**src/rtl/pia_pkg.sv**
```systemverilog
package pia_pkg;
  localparam logic [7:0] OFF_ST0  = 8'h40;
  localparam logic [7:0] OFF_MK0  = 8'h44;
  localparam logic [7:0] OFF_ST1  = 8'h48;
  localparam logic [7:0] OFF_MK1  = 8'h4C;
  localparam logic [7:0] OFF_ALO  = 8'h50;
  localparam logic [7:0] OFF_AHI  = 8'h54;
  localparam logic [7:0] OFF_MST  = 8'h58;
  localparam logic [7:0] OFF_MMK  = 8'h5C;
  localparam logic [7:0] OFF_PAY  = 8'h9C;
  localparam logic [7:0] OFF_HST  = 8'hA0;
  localparam logic [7:0] OFF_HMK  = 8'hA4;

  localparam logic [31:0] VALID0 = 32'h07FF_FFFF;
  localparam logic [31:0] VALID1 = 32'h0000_0FF0;
  localparam logic [31:0] VALIDH = 32'h00FF_F0FB;
  localparam logic [31:0] EV0_OK = VALID0 & ~32'h01FF_0000;
  localparam logic [31:0] EV1_OK = 32'h0000_00F0;
  localparam logic [31:0] EVH_OK = VALIDH & ~32'h0001_0000;

  localparam int ASSERT0_LSB   = 16;
  localparam int DEASSERT0_LSB = 20;
  localparam int MSI_PEND_BIT  = 24;
  localparam int ASSERT1_LSB   = 8;
  localparam int CORE_SUM_BIT  = 16;
endpackage

```
**src/rtl/pia_w1c_reg.sv**
```systemverilog
module pia_w1c_reg #(
  parameter int          WIDTH = 32,
  parameter logic [31:0] VALID = 32'hFFFF_FFFF
) (
  input  logic             clk,
  input  logic             rst_n,
  input  logic [WIDTH-1:0] set_i,
  input  logic [WIDTH-1:0] clr_i,
  output logic [WIDTH-1:0] q_o
);
  localparam logic [WIDTH-1:0] KEEP = VALID[WIDTH-1:0];

  // set is OR-ed after the clear so a simultaneous set wins
  always_ff @(posedge clk or negedge rst_n) begin
    if (!rst_n) q_o <= '0;
    else        q_o <= ((q_o & ~clr_i) | set_i) & KEEP;
  end
endmodule

```
**src/rtl/pia_intx_edge.sv**
```systemverilog
module pia_intx_edge #(
  parameter int LINES = 4
) (
  input  logic             clk,
  input  logic             rst_n,
  input  logic [LINES-1:0] lvl_i,
  output logic [LINES-1:0] rise_o,
  output logic [LINES-1:0] fall_o
);
  logic [LINES-1:0] prev_q;

  always_ff @(posedge clk or negedge rst_n) begin
    if (!rst_n) prev_q <= '0;
    else        prev_q <= lvl_i;
  end

  for (genvar n = 0; n < LINES; n++) begin : g_line
    assign rise_o[n] =  lvl_i[n] & ~prev_q[n];
    assign fall_o[n] = ~lvl_i[n] &  prev_q[n];
  end
endmodule

```
**src/rtl/pia_msi_bank.sv**
```systemverilog
module pia_msi_bank #(
  parameter int VECS      = 32,
  parameter int PAYLOAD_W = 8,
  parameter int DATA_W    = 32,
  localparam int VEC_W    = $clog2(VECS)
) (
  input  logic                 clk,
  input  logic                 rst_n,
  input  logic                 msg_valid,
  input  logic [VEC_W-1:0]     msg_vec,
  input  logic [PAYLOAD_W-1:0] msg_data,
  input  logic                 wr_st,
  input  logic                 wr_mk,
  input  logic                 wr_alo,
  input  logic                 wr_ahi,
  input  logic [DATA_W-1:0]    wdata,
  output logic [VECS-1:0]      st_o,
  output logic [VECS-1:0]      mk_o,
  output logic [PAYLOAD_W-1:0] payload_o,
  output logic [DATA_W-1:0]    alo_o,
  output logic [DATA_W-1:0]    ahi_o,
  output logic                 pending_o
);
  logic [VECS-1:0] vec_set;
  logic [VECS-1:0] vec_clr;

  assign vec_set = msg_valid ? (VECS'(1) << msg_vec) : '0;
  assign vec_clr = wr_st ? wdata[VECS-1:0] : '0;

  pia_w1c_reg #(.WIDTH(VECS)) u_vec_st (
    .clk(clk), .rst_n(rst_n), .set_i(vec_set), .clr_i(vec_clr), .q_o(st_o)
  );

  always_ff @(posedge clk or negedge rst_n) begin
    if (!rst_n) begin
      mk_o      <= '1;
      payload_o <= '0;
      alo_o     <= '0;
      ahi_o     <= '0;
    end else begin
      if (wr_mk)     mk_o      <= wdata[VECS-1:0];
      if (msg_valid) payload_o <= msg_data;
      if (wr_alo)    alo_o     <= wdata;
      if (wr_ahi)    ahi_o     <= wdata;
    end
  end

  assign pending_o = |(st_o & ~mk_o);
endmodule

```
**src/rtl/pcie_irq_aggregator.sv**
```systemverilog
module pcie_irq_aggregator
  import pia_pkg::*;
#(
  parameter int NUM_INTX  = 4,
  parameter int MSI_VECS  = 32,
  parameter int PAYLOAD_W = 8,
  parameter int ADDR_W    = 8,
  parameter int DATA_W    = 32,
  localparam int VEC_W    = $clog2(MSI_VECS)
) (
  input  logic                 clk,
  input  logic                 rst_n,
  input  logic                 bus_wen,
  input  logic [ADDR_W-1:0]    bus_addr,
  input  logic [DATA_W-1:0]    bus_wdata,
  output logic [DATA_W-1:0]    bus_rdata,
  input  logic [DATA_W-1:0]    ev0_pulse,
  input  logic [DATA_W-1:0]    ev1_pulse,
  input  logic [DATA_W-1:0]    host_ev,
  input  logic [NUM_INTX-1:0]  intx_lvl,
  input  logic                 msi_valid,
  output logic                 msi_ready,
  input  logic [VEC_W-1:0]     msi_vec,
  input  logic [PAYLOAD_W-1:0] msi_data,
  output logic                 irq_out
);
  logic [NUM_INTX-1:0] intx_rise, intx_fall;
  logic [DATA_W-1:0]   st0_q, st1_q, host_q;
  logic [DATA_W-1:0]   mk0_q, mk1_q, host_mk_q;
  logic [DATA_W-1:0]   set0, set1, seth, clr0, clr1, clrh;
  logic [MSI_VECS-1:0] msi_st_q, msi_mk_q;
  logic [PAYLOAD_W-1:0] msi_pay_q;
  logic [DATA_W-1:0]   msi_alo_q, msi_ahi_q;
  logic                msi_pend, core_sum;
  logic                hit_st0, hit_mk0, hit_st1, hit_mk1, hit_alo, hit_ahi;
  logic                hit_mst, hit_mmk, hit_hst, hit_hmk;

  assign msi_ready = 1'b1;

  assign hit_st0 = bus_wen && (bus_addr == OFF_ST0);
  assign hit_mk0 = bus_wen && (bus_addr == OFF_MK0);
  assign hit_st1 = bus_wen && (bus_addr == OFF_ST1);
  assign hit_mk1 = bus_wen && (bus_addr == OFF_MK1);
  assign hit_alo = bus_wen && (bus_addr == OFF_ALO);
  assign hit_ahi = bus_wen && (bus_addr == OFF_AHI);
  assign hit_mst = bus_wen && (bus_addr == OFF_MST);
  assign hit_mmk = bus_wen && (bus_addr == OFF_MMK);
  assign hit_hst = bus_wen && (bus_addr == OFF_HST);
  assign hit_hmk = bus_wen && (bus_addr == OFF_HMK);

  pia_intx_edge #(.LINES(NUM_INTX)) u_intx (
    .clk(clk), .rst_n(rst_n), .lvl_i(intx_lvl),
    .rise_o(intx_rise), .fall_o(intx_fall)
  );

  pia_msi_bank #(.VECS(MSI_VECS), .PAYLOAD_W(PAYLOAD_W), .DATA_W(DATA_W)) u_msi (
    .clk(clk), .rst_n(rst_n),
    .msg_valid(msi_valid), .msg_vec(msi_vec), .msg_data(msi_data),
    .wr_st(hit_mst), .wr_mk(hit_mmk), .wr_alo(hit_alo), .wr_ahi(hit_ahi),
    .wdata(bus_wdata),
    .st_o(msi_st_q), .mk_o(msi_mk_q), .payload_o(msi_pay_q),
    .alo_o(msi_alo_q), .ahi_o(msi_ahi_q), .pending_o(msi_pend)
  );

  // first level: per-source status
  assign set0 = (ev0_pulse & EV0_OK)
              | (DATA_W'(intx_rise) << ASSERT0_LSB)
              | (DATA_W'(intx_fall) << DEASSERT0_LSB)
              | (DATA_W'(msi_pend)  << MSI_PEND_BIT);
  assign set1 = (ev1_pulse & EV1_OK)
              | (DATA_W'(intx_rise) << ASSERT1_LSB);
  assign clr0 = hit_st0 ? bus_wdata : '0;
  assign clr1 = hit_st1 ? bus_wdata : '0;

  pia_w1c_reg #(.WIDTH(DATA_W), .VALID(VALID0)) u_st0 (
    .clk(clk), .rst_n(rst_n), .set_i(set0), .clr_i(clr0), .q_o(st0_q)
  );
  pia_w1c_reg #(.WIDTH(DATA_W), .VALID(VALID1)) u_st1 (
    .clk(clk), .rst_n(rst_n), .set_i(set1), .clr_i(clr1), .q_o(st1_q)
  );

  // second level: host status
  assign core_sum = (|(st0_q & ~mk0_q)) | (|(st1_q & ~mk1_q));
  assign seth = (host_ev & EVH_OK) | (DATA_W'(core_sum) << CORE_SUM_BIT);
  assign clrh = hit_hst ? bus_wdata : '0;

  pia_w1c_reg #(.WIDTH(DATA_W), .VALID(VALIDH)) u_host (
    .clk(clk), .rst_n(rst_n), .set_i(seth), .clr_i(clrh), .q_o(host_q)
  );

  always_ff @(posedge clk or negedge rst_n) begin
    if (!rst_n) begin
      mk0_q     <= VALID0;
      mk1_q     <= VALID1;
      host_mk_q <= VALIDH;
    end else begin
      if (hit_mk0) mk0_q     <= bus_wdata & VALID0;
      if (hit_mk1) mk1_q     <= bus_wdata & VALID1;
      if (hit_hmk) host_mk_q <= bus_wdata & VALIDH;
    end
  end

  assign irq_out = |(host_q & ~host_mk_q);

  always_comb begin
    unique case (bus_addr)
      OFF_ST0: bus_rdata = st0_q;
      OFF_MK0: bus_rdata = mk0_q;
      OFF_ST1: bus_rdata = st1_q;
      OFF_MK1: bus_rdata = mk1_q;
      OFF_ALO: bus_rdata = msi_alo_q;
      OFF_AHI: bus_rdata = msi_ahi_q;
      OFF_MST: bus_rdata = DATA_W'(msi_st_q);
      OFF_MMK: bus_rdata = DATA_W'(msi_mk_q);
      OFF_PAY: bus_rdata = DATA_W'(msi_pay_q);
      OFF_HST: bus_rdata = host_q;
      OFF_HMK: bus_rdata = host_mk_q;
      default: bus_rdata = '0;
    endcase
  end
endmodule

```
**config.mk**
```make
export PLATFORM = sky130hd
export DESIGN_NAME = pcie_irq_aggregator
export DESIGN_NICKNAME = d
export VERILOG_FILES = /design/src/rtl/pia_pkg.sv /design/src/rtl/pia_w1c_reg.sv /design/src/rtl/pia_intx_edge.sv /design/src/rtl/pia_msi_bank.sv /design/src/rtl/pcie_irq_aggregator.sv
export SDC_FILE = /design/constraint.sdc
export NUM_CORES = 1
export LEC_CHECK = 0
export BUFFER_PORTS_ARGS = -buffer_cell sky130_fd_sc_hd__buf_4
export CAP_MARGIN = 20
export CORE_MARGIN = 2
export CORE_UTILIZATION = 57
export DETAILED_ROUTE_END_ITERATION = 8
export GPL_TIMING_DRIVEN = 0
export PLACE_DENSITY_LB_ADDON = 0.05
export SLEW_MARGIN = 10
export SYNTH_ARGS = -nofsm -noshare
export SYNTH_HDL_FRONTEND = slang
export SYNTH_SLANG_ARGS = --single-unit
```
**constraint.sdc**
```tcl
create_clock -name clk -period 2.65 [get_ports clk]
set_clock_uncertainty 0.1 [all_clocks]
set_input_delay 0.3975 -clock clk [delete_from_list [all_inputs] [get_ports clk]]
set_output_delay 0.3975 -clock clk [all_outputs]
set_load 0.03 [all_outputs]
```
==> results of run 1 <==
[cells by family (layout without fill, tap and decap cells)]
logic type	count (synthesis)	after routing	synth area share, %
other	1	3	0.0304
flip-flops	248	248	51.2
AO/OA/AOI/OAI	248	248	15.4
AND/OR/NAND/NOR	244	244	10.5
buffers and inverters	120	355	4.13
multiplexers	200	200	18.8
[power breakdown]
group / internal (uW) / switching (uW)
Combinational: 528 / 598
Sequential: 4080 / 199
Clock: 2100 / 1560
[Yosys cell counts (5+ instances only)]
cell type    n
nor3_1      12
mux2_2     165
a22oi_1     44
clkbuf_1    24
dfrtp_1    162
o2111ai_1   15
a22o_1      30
a21oi_1     13
buf_2       38
inv_1       49
mux2_4      10
dfstp_2     86
nor4_1       5
nor2_1      18
nand2b_1    47
o21ai_0     11
buf_1        7
o2bb2ai_1    8
a21o_1      56
nand4_1      6
mux4_2       5
a222oi_1     5
a221oi_1     8
nand2_1    109
nand3_1     11
o22ai_1     25
nor2b_1      6
a32o_1       5
mux2i_1     18
[through the flow]
stage | setup WS, ns | power [uW]
detailed placement | -0.978 | 5320
finish | 0.00747 | 9070
global route | -0.0241 | 9310
CTS | -0.0283 | 9020
floorplan | 0.00178 | 4790
global placement | -1.01 | 5290
[worst max-delay path by stage]
stage / startpoint / end / slack (ns) / cells after the start
2_1_floorplan: bus_addr[1] / bus_rdata[10] / 0.002 / 6
3_3_place_gp: bus_addr[1] / bus_rdata[10] / -1.01 / 8
5_1_grt: mk1_q[6]$_DFFE_PN1P_ / bus_rdata[6] / -0.02 / 5
6_report: mk1_q[6]$_DFFE_PN1P_ / bus_rdata[6] / 0.007 / 5
3_5_place_dp: bus_addr[1] / bus_rdata[10] / -0.98 / 8
4_1_cts: bus_addr[5] / bus_rdata[10] / -0.03 / 6
[critical path: stages, from the launching register on]
cell       delay, ns
dfstp_2         0.55
nor4bb_4        0.21
a31oi_1         0.07
or3b_2          0.46
o2111ai_2       0.11
buf_4           0.20
[per-layer routing]
metal / vias up / part of all wire, % / global-route usage (%)
met4: 0 / 3.8 / 13.6
met3: 114 / 12 / 9.16
met5: - / 0 / 0
li1: 4336 / - / -
met2: 668 / 45 / 60.5
met1: 5244 / 40 / 55.9
[area by class of cell]
cell class	count	area [sq um]	share of cell area [%]
flip-flops and latches	248	6310	41.1
repair buffers	190	1610	10.4
plain buffers	66	423	2.75
inverters	49	184	1.20
clock inverters	4	51.3	0.334
clock buffers	46	787	5.12
multi-input cells	693	5660	36.8
well taps	275	344	2.24
diodes	2	5.00	0.0325
[state kept, by name, indices dropped and copies added (netlist names)]
signal and count:
u_msi.mk_o 32, u_msi.payload_o 8, mk1_q 8, u_host.q_o 19, host_mk_q 19, u_st1.q_o 8
u_msi.alo_o 32, mk0_q 27, u_msi.ahi_o 32, u_st0.q_o 27, u_msi.u_vec_st.q_o 32, u_intx.prev_q 4
[timing repair]
| item | 4_1_cts | 5_1_grt |
|---|---|---|
| gates resized for setup | 56 | 19 |
| endpoints found under the setup margin | 32 | 24 |
| hold buffers | 53 | 0 |
| buffers inserted | 6 | 4 |
| endpoints found under the hold margin | 98 | 0 |
| pin swaps | 7 | 3 |
==> flow_summary.toml, run 1 <==
[run_status]
status = "completed"

[synth]
yosys.area.top_type = "dfrtp_1"
syn_nets = 1218
ys_async_sr_fraction_pct = 100
synthCells = 1061
netlist.area_leader.share_pct = 32.8
seq_area_frac_synth_pct = 51.2
syn-cell-area_sq_um = 12300
avgSynthCellArea_sq_um = 11.6
synth.top_cells.by_area = "dfrtp_1 (33%), dfstp_2 (18%), mux2_2 (15%)"
synth_cell_types = 68
ys_seq_elements = 248
synth-warning-count = 0
synthFlopType = "dfrtp_1"
synth_edf_count = 0

[critical_path]
worstSetupPathType = "flip-flop to output port"
r2r-start = "u_msi.mk_o[17]$_DFFE_PN1P_"
cp-start-kind = "flip-flop"
critPathMaxFanout = 3
reg2reg_slack_ns = 0.85
cp.required_ns = 2.15
worstPathArrival_ns = 2.15
worstReg2RegEnd = "u_st0.q_o[24]$_DFF_PN0_"
worst_setup_path_end_kind = "output port"
r2r_cells = 3

[finish]
drive_above_1_share_pct = 39.7
final_area_sq_um = 15400
fin_cells = 1573
nNetsFinal = 1432
layout_common_cells = "mux2_2 (165), dfrtp_1 (162), buf_4 (140), nand2_1 (108), dfstp_2 (86)"
fillCellCount = 1486
final_util_pct = 72.7
layout_commonest_cell = "mux2_2"
area_growth_pct = 24.6

[global_routing]
grt_overflow = 0
antenna_found_initial = 1
grt_pass1_vias = 10118
grt_pass1_wl_um = 64800
gr-usage-all-layers_pct = 39.5
grt_max_degree = 103

[sta]
relSlewSlack_pct = 35.0
hold_violations = 0
finalSetupTns_ns = 0
final_max_slew_viol_count = 0
fmax_mhz = 378
finalSetupViolations = 0
timing.final.crit_share_pct = 99.7
tightestPinTransition_ns = 0.974
holdWs_ns = 0.0143
fin_crit_ns = 2.64

[placed_design]
postPlaceCellArea_sq_um = 13700
numPortBuffers = 125
hpwlAfterDp_um = 30500
routabilityCongestion = 0.949
placedCellCount = 1463

[die]
die_y_um = 151
core_sq_um = 21200
rows = 53
pin_count = 191
die_area_sq_um = 22800
start_util_pct = 58.3
die_w_um = 151

[clock_network]
cts_tree = "yes"
cts_htree_levels = 1
clockRootBuffer = "clkbuf_16"
cts.sinks = 248
insertion_delay_ns = 0.54
cts_made_buffers = 27
clk_pin_slew_ns = 0.06
clockBufferDepth = 3

[power]
cellLeakagePower_uw = 0.00687
ir_worst_vdd_uv = 494
power.density_nw_per_um2 = 590

[drt]
routed_wl_um = 44200
drt_pre_antenna_iters = 6
drc_errors = 0
vias_per_cell = 6.59
ant_nets = 0
vias = 10362
initialDrtViolationCount = 1250
post_drt_wl_per_cell_um = 28.1

[worst_hold_path]
hold_end = "u_msi.mk_o[28]$_DFFE_PN1P_"
worstHoldStart = "bus_wdata[28]"
hp-class = "input pin to flip-flop"
hold_depth = 2

[job]
cap_violations = 0
(Power assumes the default switching activity.)
==> run 2, diff against run 1 <==
--- a/config.mk
+++ b/config.mk
@@ -11,6 +11,7 @@
 export CORE_UTILIZATION = 57
 export DETAILED_ROUTE_END_ITERATION = 8
 export GPL_TIMING_DRIVEN = 0
+export MAX_ROUTING_LAYER = met4
 export PLACE_DENSITY_LB_ADDON = 0.05
 export SLEW_MARGIN = 10
 export SYNTH_ARGS = -nofsm -noshare
==> flow_summary.toml, run 2 (synthesis results as in run 1) <==
[power]
p_int_uw = 6950
cellLeakagePower_uw = 0.00691
swShare_pct = 25.5
power_frac_seq_pct = 45.9
pwr-share-clk_pct = 42.0
switchingPower_uw = 2370
power.density_nw_per_um2 = 603
p_comb_share_pct = 12.1
ir_worst_vdd_uv = 634

[die]
rows = 53
die_y_um = 151
core_sq_um = 21200
start_util_pct = 58.3
pin_count = 191
die_w_um = 151
die_area_sq_um = 22800

[placed_design]
placedCellCount = 1465
hpwlAfterDp_um = 31100
routabilityCongestion = 0.961
numPortBuffers = 125

[clock_network]
clockBufferDepth = 3
cts.sinks = 248
cts_tree = "yes"
insertion_delay_ns = 0.55
cts_made_buffers = 27
clk_pin_slew_ns = 0.06
clockRootBuffer = "clkbuf_16"
cts_htree_levels = 1

[critical_path]
r2r_cells = 3
worst-path-buf-inv = 5
path_common_cell = "buf_6"
worstSetupPathType = "input pin to output port"
r2r-start = "u_msi.mk_o[6]$_DFFE_PN1P_"
worstPathArrival_ns = 2.13
cp.required_ns = 2.15
path_delay_family = "buffers and inverters"
crit_slowest_cell = "mux2i_2"
worstReg2RegEnd = "u_st0.q_o[24]$_DFF_PN0_"
cp-start-kind = "input pin"
reg2reg_slack_ns = 0.86
cpPeakStageDelay_ns = 0.26
worst_setup_path_end_kind = "output port"
path_cells = "buf_4 -> buf_6 -> buf_6 -> buf_6 -> mux2i_2 -> o22ai_1 -> nand2_1 -> o211ai_1 -> buf_4"
critPathMaxFanout = 10

[drt]
initialDrtViolationCount = 1087
drt_pre_antenna_iters = 6
post_drt_wl_per_cell_um = 28.5
vias_per_cell = 6.64
drc_errors = 0
vias = 10443
ant_nets = 0
routed_wl_um = 44800

[sta]
finalSetupViolations = 0
rsz0062_at_grt = "false"
holdWs_ns = -0.00173
timing.final.crit_share_pct = 99.1
final_max_slew_viol_count = 0
fmax_mhz = 381
fin_crit_ns = 2.63
hold_violations = 1
tightestPinTransition_ns = 0.931
relSlewSlack_pct = 37.9

[global_routing]
grt_pass1_vias = 10456
grt_pass1_wl_um = 66200
antenna_found_initial = 0
grt_max_degree = 112
grt_overflow = 0
gr-usage-all-layers_pct = 41.4

[finish]
area_growth_pct = 25.3
layout_common_cells = "mux2_2 (165), dfrtp_1 (162), buf_4 (140), nand2_1 (108), dfstp_2 (86)"
fin_cells = 1573
drive_above_1_share_pct = 40.4
layout_commonest_cell = "mux2_2"
final_util_pct = 73.1
nNetsFinal = 1433

[worst_hold_path]
hp-class = "input pin to flip-flop"
hold_depth = 2
hold_end = "u_msi.mk_o[28]$_DFFE_PN1P_"
worstHoldStart = "bus_wdata[28]"

[run_status]
violations = "hold timing"
status = "complete, but fails checks"

[job]
cap_violations = 0
## run 2: cell types whose count changed in the layout (fill, tap and decap cells not counted), moves of 2 or more
cell	previous run	this run
bufinv_16	1	3
clkbuf_8	4	7
buf_6	9	11
clkbuf_1	28	23
clkbuf_4	5	2
nor3_4	2	0
clkinv_2	1	3
nor3_2	0	2
## run 2: worst max path at each step
stage                                         start             to  slack (ns)  depth (start not counted)
finish                                  bus_addr[2]  bus_rdata[16]        0.02                          9
global route        u_msi.u_vec_st.q_o[7]$_DFF_PN0_   bus_rdata[7]       0.002                          5
CTS                                     bus_addr[1]   bus_rdata[9]       0.001                          9
global placement                        bus_addr[1]  bus_rdata[10]        -1.0                          8
detailed placement                      bus_addr[1]  bus_rdata[10]       -0.97                          8
floorplan                               bus_addr[1]  bus_rdata[10]       0.002                          6
## run 2: worst register-to-register path, cell delays in order (launching register included)
cell and delay [ns]:
dfstp_2 0.55, o22ai_1 0.11, nor4_1 0.68, nand4_1 0.19
## run 2: layout make-up
class	count	area, sq um
Antenna cell	1	2.50
Buffer	66	423
Clock buffer	43	796
Clock inverter	7	114
Fill cell	1496	5690
Inverter	49	184
Multi-Input combinational cell	693	5660
Sequential cell	248	6310
Tap cell	275	344
Timing Repair Buffer	191	1630
## run 2: stage by stage
| stage | area, sq um | worst slack [ns] | TNS, ns | total power, uW |
|---|---|---|---|---|
| final | 15500 | 0.0231 | 0 | 9320 |
| after global routing | 15500 | 0.00227 | 0 | 9570 |
| after CTS | 15400 | 0.00103 | 0 | 9280 |
| after detailed placement | 13700 | -0.969 | -37.13 | 5330 |
| after global placement | 13600 | -0.998 | -186.15 | 5290 |
| after floorplan | 12300 | 0.00178 | 0 | 4790 |
## run 2: per-layer routing
metal  vias up  wire [um]  part of all wire, %  track usage [%]
li1       4343          -                    -                -
met1      5305      18000                   40             56.4
met2       655      19800                   44             60.5
met3       140       4850                   11             9.37
met4         0       2180                  4.9             16.7
met5         -          0                    0                -
## run 2: power by group through the flow
| stage | Sequential, uW | Clock (uW) | Combinational (uW) |
|---|---|---|---|
| after detailed placement | 4330 | 0 | 997 |
| after global routing | 4310 | 4060 | 1200 |
| after global placement | 4320 | 0 | 967 |
| after floorplan | 4250 | 0 | 538 |
| final | 4280 | 3910 | 1130 |
| after CTS | 4270 | 3910 | 1090 |
## run 2: repair_timing
| item | in CTS | in global routing |
|---|---|---|
| resized for setup | 60 | 15 |
| endpoints found under the setup margin | 32 | 26 |
| buffers inserted | 7 | 2 |
| hold buffers | 52 | 1 |
| pin swaps | 5 | 6 |
| endpoints found under the hold margin | 93 | 1 |
